## src/rtl/ftx_pkg.sv

```systemverilog
package ftx_pkg;
  typedef enum logic [2:0] {
    ST_IDLE,
    ST_PRE,
    ST_SYNC,
    ST_DATA,
    ST_FCS
  } ftx_state_e;

  localparam logic [7:0]  PRE_BYTE      = 8'h55;
  localparam logic [7:0]  SYNC_BYTE     = 8'hD5;
  localparam logic [31:0] CRC_POLY_REFL = 32'hEDB88320;
endpackage

```

## src/rtl/ftx_crc32.sv

```systemverilog
module ftx_crc32 #(
  parameter int          CRC_W = 32,
  parameter logic [31:0] POLY  = ftx_pkg::CRC_POLY_REFL
) (
  input  logic clk_i,
  input  logic rst_ni,
  input  logic init_i,
  input  logic upd_i,
  input  logic bit_i,
  input  logic shift_i,
  output logic fcs_bit_o
);
  logic [CRC_W-1:0] crc_q;
  logic [CRC_W-1:0] poly_w;

  assign poly_w = POLY[CRC_W-1:0];

  always_ff @(posedge clk_i or negedge rst_ni) begin
    if (!rst_ni) begin
      crc_q <= '1;
    end else if (init_i) begin
      crc_q <= '1;
    end else if (upd_i) begin
      crc_q <= {1'b0, crc_q[CRC_W-1:1]} ^ ((crc_q[0] ^ bit_i) ? poly_w : '0);
    end else if (shift_i) begin
      crc_q <= {1'b1, crc_q[CRC_W-1:1]};
    end
  end

  // remainder is sent inverted
  assign fcs_bit_o = ~crc_q[0];

  p_one_op_r7: assert property (@(posedge clk_i) disable iff (!rst_ni)
    !(upd_i && shift_i));
endmodule

```

## src/rtl/ftx_byte_counter.sv

```systemverilog
module ftx_byte_counter #(
  parameter int CNT_W = 16
) (
  input  logic             clk_i,
  input  logic             rst_ni,
  input  logic             load_i,
  input  logic [CNT_W-1:0] load_val_i,
  input  logic             dec_i,
  output logic [CNT_W-1:0] cnt_o,
  output logic             zero_o
);
  logic [CNT_W-1:0] cnt_q;

  always_ff @(posedge clk_i or negedge rst_ni) begin
    if (!rst_ni)     cnt_q <= '0;
    else if (load_i) cnt_q <= load_val_i;
    else if (dec_i)  cnt_q <= cnt_q - 1'b1;
  end

  assign cnt_o  = cnt_q;
  assign zero_o = (cnt_q == '0);

  p_no_underflow_r6: assert property (@(posedge clk_i) disable iff (!rst_ni)
    dec_i |-> !zero_o);
  p_dec_by_one_r6: assert property (@(posedge clk_i) disable iff (!rst_ni)
    (dec_i && !load_i) |=> (cnt_o == $past(cnt_o) - 1'b1));
endmodule

```

## src/rtl/frame_tx_serializer.sv

```systemverilog
module frame_tx_serializer #(
  parameter int CNT_W     = 16,
  parameter int PRE_BYTES = 7,
  parameter int CRC_W     = 32
) (
  input  logic             clk_i,
  input  logic             rst_ni,
  input  logic             start_i,
  input  logic             crc_inhibit_i,
  input  logic [CNT_W-1:0] byte_count_i,
  input  logic             bit_en_i,
  input  logic [7:0]       src_data_i,
  input  logic             src_valid_i,
  output logic             src_ready_o,
  output logic             tx_bit_o,
  output logic             tx_active_o,
  output logic [CNT_W-1:0] tx_count_o,
  output logic             done_o,
  output logic             sent_flag_o
);
  import ftx_pkg::*;

  localparam int FCS_BYTES = CRC_W / 8;
  localparam int IDX_MAX   = (PRE_BYTES > FCS_BYTES) ? PRE_BYTES : FCS_BYTES;
  localparam int IDX_W     = $clog2(IDX_MAX) + 1;
  localparam logic [IDX_W-1:0] PRE_LAST = IDX_W'(PRE_BYTES - 1);
  localparam logic [IDX_W-1:0] FCS_LAST = IDX_W'(FCS_BYTES - 1);

  ftx_state_e       state_q;
  logic [7:0]       sh_q;
  logic [2:0]       bcnt_q;
  logic [IDX_W-1:0] idx_q;
  logic [7:0]       buf_q;
  logic             buf_vld_q;
  logic             inh_q;
  logic             done_q;
  logic             flag_q;

  logic active, start_ok, fetch, cnt_zero, byte_end, pay_edge, stall, step;
  logic fcs_bit;
  logic [CNT_W-1:0] cnt;

  assign active      = (state_q != ST_IDLE);
  assign start_ok    = start_i && !active;
  assign src_ready_o = active && !buf_vld_q && !cnt_zero;
  assign fetch       = src_ready_o && src_valid_i;
  assign byte_end    = (bcnt_q == 3'd7);
  assign pay_edge    = byte_end && ((state_q == ST_SYNC) || (state_q == ST_DATA));
  // hold a byte boundary while the next payload byte is outstanding
  assign stall       = pay_edge && !buf_vld_q && !cnt_zero;
  assign step        = bit_en_i && active && !stall;

  ftx_byte_counter #(.CNT_W(CNT_W)) u_cnt (
    .clk_i      (clk_i),
    .rst_ni     (rst_ni),
    .load_i     (start_ok),
    .load_val_i (byte_count_i),
    .dec_i      (fetch),
    .cnt_o      (cnt),
    .zero_o     (cnt_zero)
  );

  ftx_crc32 #(.CRC_W(CRC_W)) u_crc (
    .clk_i     (clk_i),
    .rst_ni    (rst_ni),
    .init_i    (start_ok),
    .upd_i     (step && (state_q == ST_DATA)),
    .bit_i     (sh_q[0]),
    .shift_i   (step && (state_q == ST_FCS)),
    .fcs_bit_o (fcs_bit)
  );

  always_ff @(posedge clk_i or negedge rst_ni) begin
    if (!rst_ni) begin
      state_q   <= ST_IDLE;
      sh_q      <= '0;
      bcnt_q    <= '0;
      idx_q     <= '0;
      buf_q     <= '0;
      buf_vld_q <= 1'b0;
      inh_q     <= 1'b0;
      done_q    <= 1'b0;
      flag_q    <= 1'b0;
    end else begin
      done_q <= 1'b0;
      if (fetch) begin
        buf_q     <= src_data_i;
        buf_vld_q <= 1'b1;
      end
      if (start_ok) begin
        state_q   <= ST_PRE;
        sh_q      <= PRE_BYTE;
        bcnt_q    <= '0;
        idx_q     <= '0;
        buf_vld_q <= 1'b0;
        inh_q     <= crc_inhibit_i;
        flag_q    <= 1'b0;
      end else if (step) begin
        bcnt_q <= bcnt_q + 3'd1;
        sh_q   <= {1'b0, sh_q[7:1]};
        if (byte_end) begin
          unique case (state_q)
            ST_PRE: begin
              if (idx_q == PRE_LAST) begin
                state_q <= ST_SYNC;
                sh_q    <= SYNC_BYTE;
                idx_q   <= '0;
              end else begin
                idx_q <= idx_q + 1'b1;
                sh_q  <= PRE_BYTE;
              end
            end
            ST_SYNC, ST_DATA: begin
              if (buf_vld_q) begin
                state_q   <= ST_DATA;
                sh_q      <= buf_q;
                buf_vld_q <= 1'b0;
              end else if (inh_q) begin
                state_q <= ST_IDLE;
                done_q  <= 1'b1;
                flag_q  <= 1'b1;
              end else begin
                state_q <= ST_FCS;
                idx_q   <= '0;
              end
            end
            ST_FCS: begin
              if (idx_q == FCS_LAST) begin
                state_q <= ST_IDLE;
                done_q  <= 1'b1;
                flag_q  <= 1'b1;
              end else begin
                idx_q <= idx_q + 1'b1;
              end
            end
            default: state_q <= ST_IDLE;
          endcase
        end
      end
    end
  end

  assign tx_bit_o    = (state_q == ST_FCS) ? fcs_bit : (active & sh_q[0]);
  assign tx_active_o = active;
  assign tx_count_o  = cnt;
  assign done_o      = done_q;
  assign sent_flag_o = flag_q;

  p_idle_quiet_r9: assert property (@(posedge clk_i) disable iff (!rst_ni)
    !tx_active_o |-> !tx_bit_o);
  p_done_pulse_r9: assert property (@(posedge clk_i) disable iff (!rst_ni)
    done_o |=> !done_o);
  p_done_flag_r9: assert property (@(posedge clk_i) disable iff (!rst_ni)
    done_o |-> (sent_flag_o && !tx_active_o));
  p_start_ignored_r10: assert property (@(posedge clk_i) disable iff (!rst_ni)
    (tx_active_o && start_i && !fetch) |=> $stable(tx_count_o));
  p_ready_needs_count_r6: assert property (@(posedge clk_i) disable iff (!rst_ni)
    src_ready_o |-> (tx_count_o != '0));
  p_start_loads_r2: assert property (@(posedge clk_i) disable iff (!rst_ni)
    start_ok |=> (tx_active_o && !sent_flag_o && tx_count_o == $past(byte_count_i)));
endmodule

```

## config.mk

```make
export PLATFORM = sky130hd
export DESIGN_NAME = frame_tx_serializer
export DESIGN_NICKNAME = d
export VERILOG_FILES = /design/src/rtl/ftx_pkg.sv /design/src/rtl/ftx_crc32.sv /design/src/rtl/ftx_byte_counter.sv /design/src/rtl/frame_tx_serializer.sv
export SDC_FILE = /design/constraint.sdc
export NUM_CORES = 1
export LEC_CHECK = 0
export BUFFER_PORTS_ARGS = -buffer_cell sky130_fd_sc_hd__buf_2
export CAP_MARGIN = 20
export CORE_MARGIN = 8
export CORE_UTILIZATION = 40
export DETAILED_ROUTE_END_ITERATION = 7
export MAX_ROUTING_LAYER = met4
export PLACE_DENSITY = 0.59
export SETUP_SLACK_MARGIN = 0.02
export SLEW_MARGIN = 20
export SYNTH_ARGS = -nofsm -noshare
export SYNTH_HDL_FRONTEND = slang
export SYNTH_SLANG_ARGS = --single-unit
```

## constraint.sdc

```tcl
create_clock -name clk_i -period 5.55 [get_ports clk_i]
set_clock_uncertainty 0.15 [all_clocks]
set_input_delay 1.11 -clock clk_i [delete_from_list [all_inputs] [get_ports clk_i]]
set_output_delay 1.11 -clock clk_i [all_outputs]
set_load 0.005 [all_outputs]
```

## Word-level counts from Yosys, hierarchy flattened

Index checks and enable logic that the tools add are counted.

- Eq/ne operators: 13
- Reduce and logical (&&, ||, !) cells: 28
- Bitwise gates (word level): 4
- Mux-type cells: 51
- $add $sub $neg: 3

Operator list:

| cell | number |
|---|---|
| $mux 32 | 4 |
| $mux 8 | 5 |
| $mux 16 | 2 |
| $xor 31x32->32 | 1 |
| $mux 4 | 7 |
| $mux 3 | 9 |
| $mux 1 | 19 |
| $logic_not 16->1 | 1 |
| $pmux 8 s2 | 1 |
| $sub 16x1->16 const B | 1 |
| $ne 3x3->1 const B | 5 |
| $pmux 4 s3 | 1 |
| $reduce_and 6->1 | 2 |
| $logic_and 1x1->1 | 11 |
| $pmux 3 s3 | 1 |
| $reduce_bool 3->1 | 3 |
| $eq 3x2->1 const B | 2 |
| $eq 3x3->1 const B | 2 |
| $reduce_bool 2->1 | 3 |
| $add 4x1->4 const B | 1 |
| $eq 4x2->1 const B | 1 |
| $eq 4x3->1 const B | 1 |
| $logic_not 1->1 | 4 |
| $pmux 1 s2 | 2 |
| 10 further kinds | 10 |

- Bits in registers: 78
- Input bits: 30
- Output and inout bits: 21

## Depth between registers and ports, before layout

- Depth in word-level cells: 11
- Depth in mapped cells: 9

## Hierarchy

A second synthesis with hierarchy kept.

- Cells, all modules: 367
- Area total of the unflattened synthesis: 4,037.6 µm²

Modules (own cells, without submodules):

| module | cells an instance | times used | area each (µm²) |
|---|---|---|---|
| frame_tx_serializer | 157 | 1 | 1,562.7 |
| ftx_crc32 | 112 | 1 | 1,527.7 |
| ftx_byte_counter | 98 | 1 | 947.2 |

## Least setup slack after synthesis

No wires, ideal clock.

- Path type: reg-to-output
- From: register u_cnt.cnt_q[11] (netlist: u_cnt.cnt_o[11])
- To: output src_ready_o
- Arrival: 1.322 ns
- Slack: 2.968 ns
- Buffers on the path: 0
- Cell stages (with the launch flop): 4
- Cell sequence: dfrtp_1 -> or4_4 -> nor3_4 -> a211oi_1

- Word-level cells in the longest chain between the ends: 3

Ends and longest elaborated chain:

| item | line | text |
|---|---|---|
| from (decl) | ftx_byte_counter.sv:12 | `logic [CNT_W-1:0] cnt_q;` |
| from (signal assigned) | ftx_byte_counter.sv:16 | `else if (load_i) cnt_q <= load_val_i;` |
| from (signal assigned) | ftx_byte_counter.sv:17 | `else if (dec_i) cnt_q <= cnt_q - 1'b1;` |
| $logic_not 16->1 | ftx_byte_counter.sv:21 | `assign zero_o = (cnt_q == '0);` |
| $logic_not 1->1 | frame_tx_serializer.sv:45 | `assign src_ready_o = active && !buf_vld_q && !cnt_zero;` |
| $logic_and 1x1->1 | frame_tx_serializer.sv:45 |  |
| to (decl) | frame_tx_serializer.sv:14 | `output logic src_ready_o,` |

No other way between the ends.

## Worst setup path after layout

- From: register u_cnt.cnt_q[4] (netlist: u_cnt.cnt_o[4])
- To: output src_ready_o

The elaborated chain is that of the path after synthesis.

==> summary.txt <==
STA
  • Setup_tns: 0 ns
  • Worst setup margin: 2.34 ns
  • RSZ-0062 raised after global routing: false
  • Final worst path period need: 3.21 ns
  • Final setup vio count: 0
  • Slew headroom: 34.4%
  • Max Freq: 312 MHz
  • Final period util: 57.8%
  • Measured slew at the worst slew-check pin: 0.982 ns
  • Final Max Slew Viols: 0
  • Final hold violations: 0

Drt
  • Total number of vias: 3,177
  • Starting DRT DRC Count: 217
  • ANT nets after route: 0
  • WL final: 9230 um
  • WL/cell: 15.2 um
  • DRC viols: 0
  • Vias per cell: 5.24
  • Pre-antenna DRT Iters: 4

Logic synthesis
  • Synth warn: 0
  • Leading register cell type out of synthesis: dfrtp_1
  • Cell with the most instances after synthesis: dfrtp_1
  • EDFF count, synth: 0
  • Sequential area share after synthesis: 47.7%
  • Cell variety after synth: 58
  • Syn Area/Cell: 9.84 um^2
  • Ys async rst share: 100%
  • List of most frequent post-synthesis cells: dfrtp_1 (46), nor2_1 (43), nand2_1 (34), dfstp_2 (32), mux2i_1 (31)
  • Yosys reg bits: 78
  • Area share of the largest cell type after synthesis: 27.5%
  • Area leader, netlist: dfrtp_1
  • Synth Net Count: 460
  • Synth top area cells: dfrtp_1 (28%), dfstp_2 (20%), mux2i_1 (7.4%)
  • Synth Instances: 425
  • Synthesized area: 4180 um^2

Clock tree
  • Post-CTS Setup Bufs: 0
  • H-tree Lvls: 3
  • TritonCTS sink count: 78
  • TritonCTS buffer count: 9
  • PostCTS Resize Cnt: 0
  • CTS hold repair buffers: 0
  • Clk_lat worst skew: 0.36 ns
  • Clock root cell: clkbuf_8
  • Clock-pin slew on the worst setup and hold paths: 0.09 ns
  • Clk buf depth: 2
  • CTS tree: built

Placement
  • Final Wtd Congestion: 0.832
  • I/O Buffers: 50
  • DP HPWL: 6110 um
  • Placed Area: 4510 um^2
  • DP Worst Slack: 2.48 ns

Final layout
  • Register area: 1990 um^2
  • Filler cells: 1,000
  • Nets: 500
  • Layout cells sized above 1: 25.7%
  • Syn-to-layout area delta: 14.2%
  • Footprint of the multi-input gates: 1980 um^2
  • # diodes: 0
  • Design area: 4770 um^2

Setup path
  • CP cell instances: nor4_2, and2_1, a211oi_1, buf_2
  • Slowest-stage cell, CP: nor4_2
  • Top cell family by delay on the critical path: simple AND/OR/NAND/NOR gates
  • CP max FO: 8
  • WP buf/inv: 1
  • Worst setup EP type: primary output
  • Setup crit start kind: register
  • CP Data Arrival Time: 1.95 ns
  • Critical path data required time: 4.29 ns
  • Critical Path Max Stage Delay: 0.47 ns
  • Setup CP Type: register to primary output

Die
  • Die Height: 118 um
  • Cell Rows: 37
  • Starting Density: 40.9%
  • Die area: 14,000 um^2
  • Core Region: 10,200 um^2
  • Top-Level Pins: 51
  • Width of the die: 118 um

Hold path
  • Hold Path Class: register to register

Global route
  • Total gr overflow: 0
  • Vias in the first global route: 3,189
  • Initial antenna violation count: 0
  • Largest net degree at the start of global routing: 79
  • First-pass GRT wire length: 15,700 um
  • Total GRT Usage: 14.1%

Job
  • Total of max-cap violations: 0

Power
  • Pwr dens: 286 nW/um^2
  • Maximum VDD drop: 0.000133 V
  • Leak pwr: 2.25 nW

Run status
  • Outcome: completed
[stage by stage]
step	power (mW)	utilization [%]	instances	hold WS, ns
after floorplan	0.810	-	425	0.298
after global placement	0.859	44.1	589	0.304
after detailed placement	0.870	44.1	589	0.311
after CTS	1.38	46.4	605	0.324
after global routing	1.44	46.7	606	0.344
final	1.36	46.7	606	0.321
[power breakdown]
part	switching [mW]	internal, mW	total, mW
Sequential	0.0375	0.656	0.694
Combinational	0.0841	0.0807	0.165
Clock	0.224	0.283	0.506
[cells in the final DEF (no fill, tap or decap), types with 3 or more instances in the layout]
cell type	Yosys	layout
buf_2	1	49
xnor2_1	18	18
a31oi_1	3	3
a21o_1	3	3
nand2_1	34	34
inv_1	27	27
mux2_2	8	8
a22oi_1	4	4
nand2b_1	7	7
and2_1	5	4
nand3_1	14	14
nor3b_1	5	5
mux2i_1	31	31
nor2_1	43	43
nor4_1	4	4
o21ai_2	4	4
a21oi_1	6	6
buf_4	3	3
o21ai_1	3	3
dfrtp_1	46	46
o21ai_0	25	25
o211ai_1	13	13
ha_1	5	5
o31ai_1	5	5
clkbuf_8	0	9
or3_1	8	8
dfstp_2	32	32
nor2b_1	7	7
nor3_1	7	7
xor2_1	3	3
[kinds of logic (layout without fill, tap and decap cells)]
| kind of cell | after synthesis | after routing | share of synthesized area (%) |
|---|---|---|---|
| flops | 78 | 78 | 47.7 |
| mux | 40 | 40 | 9.85 |
| compound gates | 85 | 85 | 13.8 |
| fa+ha+maj | 5 | 5 | 1.50 |
| xor+xnor | 21 | 21 | 4.40 |
| buf+inv | 51 | 96 | 5.27 |
| simple gates | 145 | 145 | 17.5 |
[registers in the layout (all words and copies together), names as in the netlist]
register	count
bcnt_q	3
state_q	3
u_crc.crc_q	32
buf_q	8
idx_q	4
sh_q	8
inh_q	1
buf_vld_q	1
done_o	1
u_cnt.cnt_o	16
sent_flag_o	1
[area by class of cell]
cell class	instances	area share [%]
clock buffers	10	3.12
clock inverters	6	1.89
inverters	27	2.12
multi-input cells	296	41.4
flip-flops and latches	78	41.7
well taps	136	3.56
repair buffers	53	6.18
[worst paths after layout]
| check | startpoint | endpoint | slack [ns] | cells after the start |
|---|---|---|---|---|
| min reg2reg | u_crc.crc_q[12] | u_crc.crc_q[11] | 0.32 | 2 |
| max | u_cnt.cnt_o[4] | src_ready_o | 2.34 | 4 |
| max reg2reg | state_q[1] | u_crc.crc_q[1] | 2.45 | 6 |
| max in group asynchronous | rst_ni | u_crc.crc_q[8] | 4.06 | 2 |
| min | u_crc.crc_q[12] | u_crc.crc_q[11] | 0.32 | 2 |
| min in group asynchronous | rst_ni | u_cnt.cnt_o[7] | 0.54 | 1 |
[per-layer routing]
| layer | routed length [um] | track usage [%] |
|---|---|---|
| met4 | 140 | 5.28 |
| met2 | 4330 | 22.3 |
| met1 | 4340 | 17.3 |
| met3 | 414 | 3.14 |
| met5 | 0 | - |
[worst register-to-register path, cell delays in order, from the launching register on]
cell      delay [ns]
dfrtp_1         0.58
nor3b_1         0.48
and2_1          0.23
a21boi_1        0.80
nor3b_4         0.08
buf_4           0.33
mux2_1          0.39
Note: power is estimated with default switching activity, not from simulation.
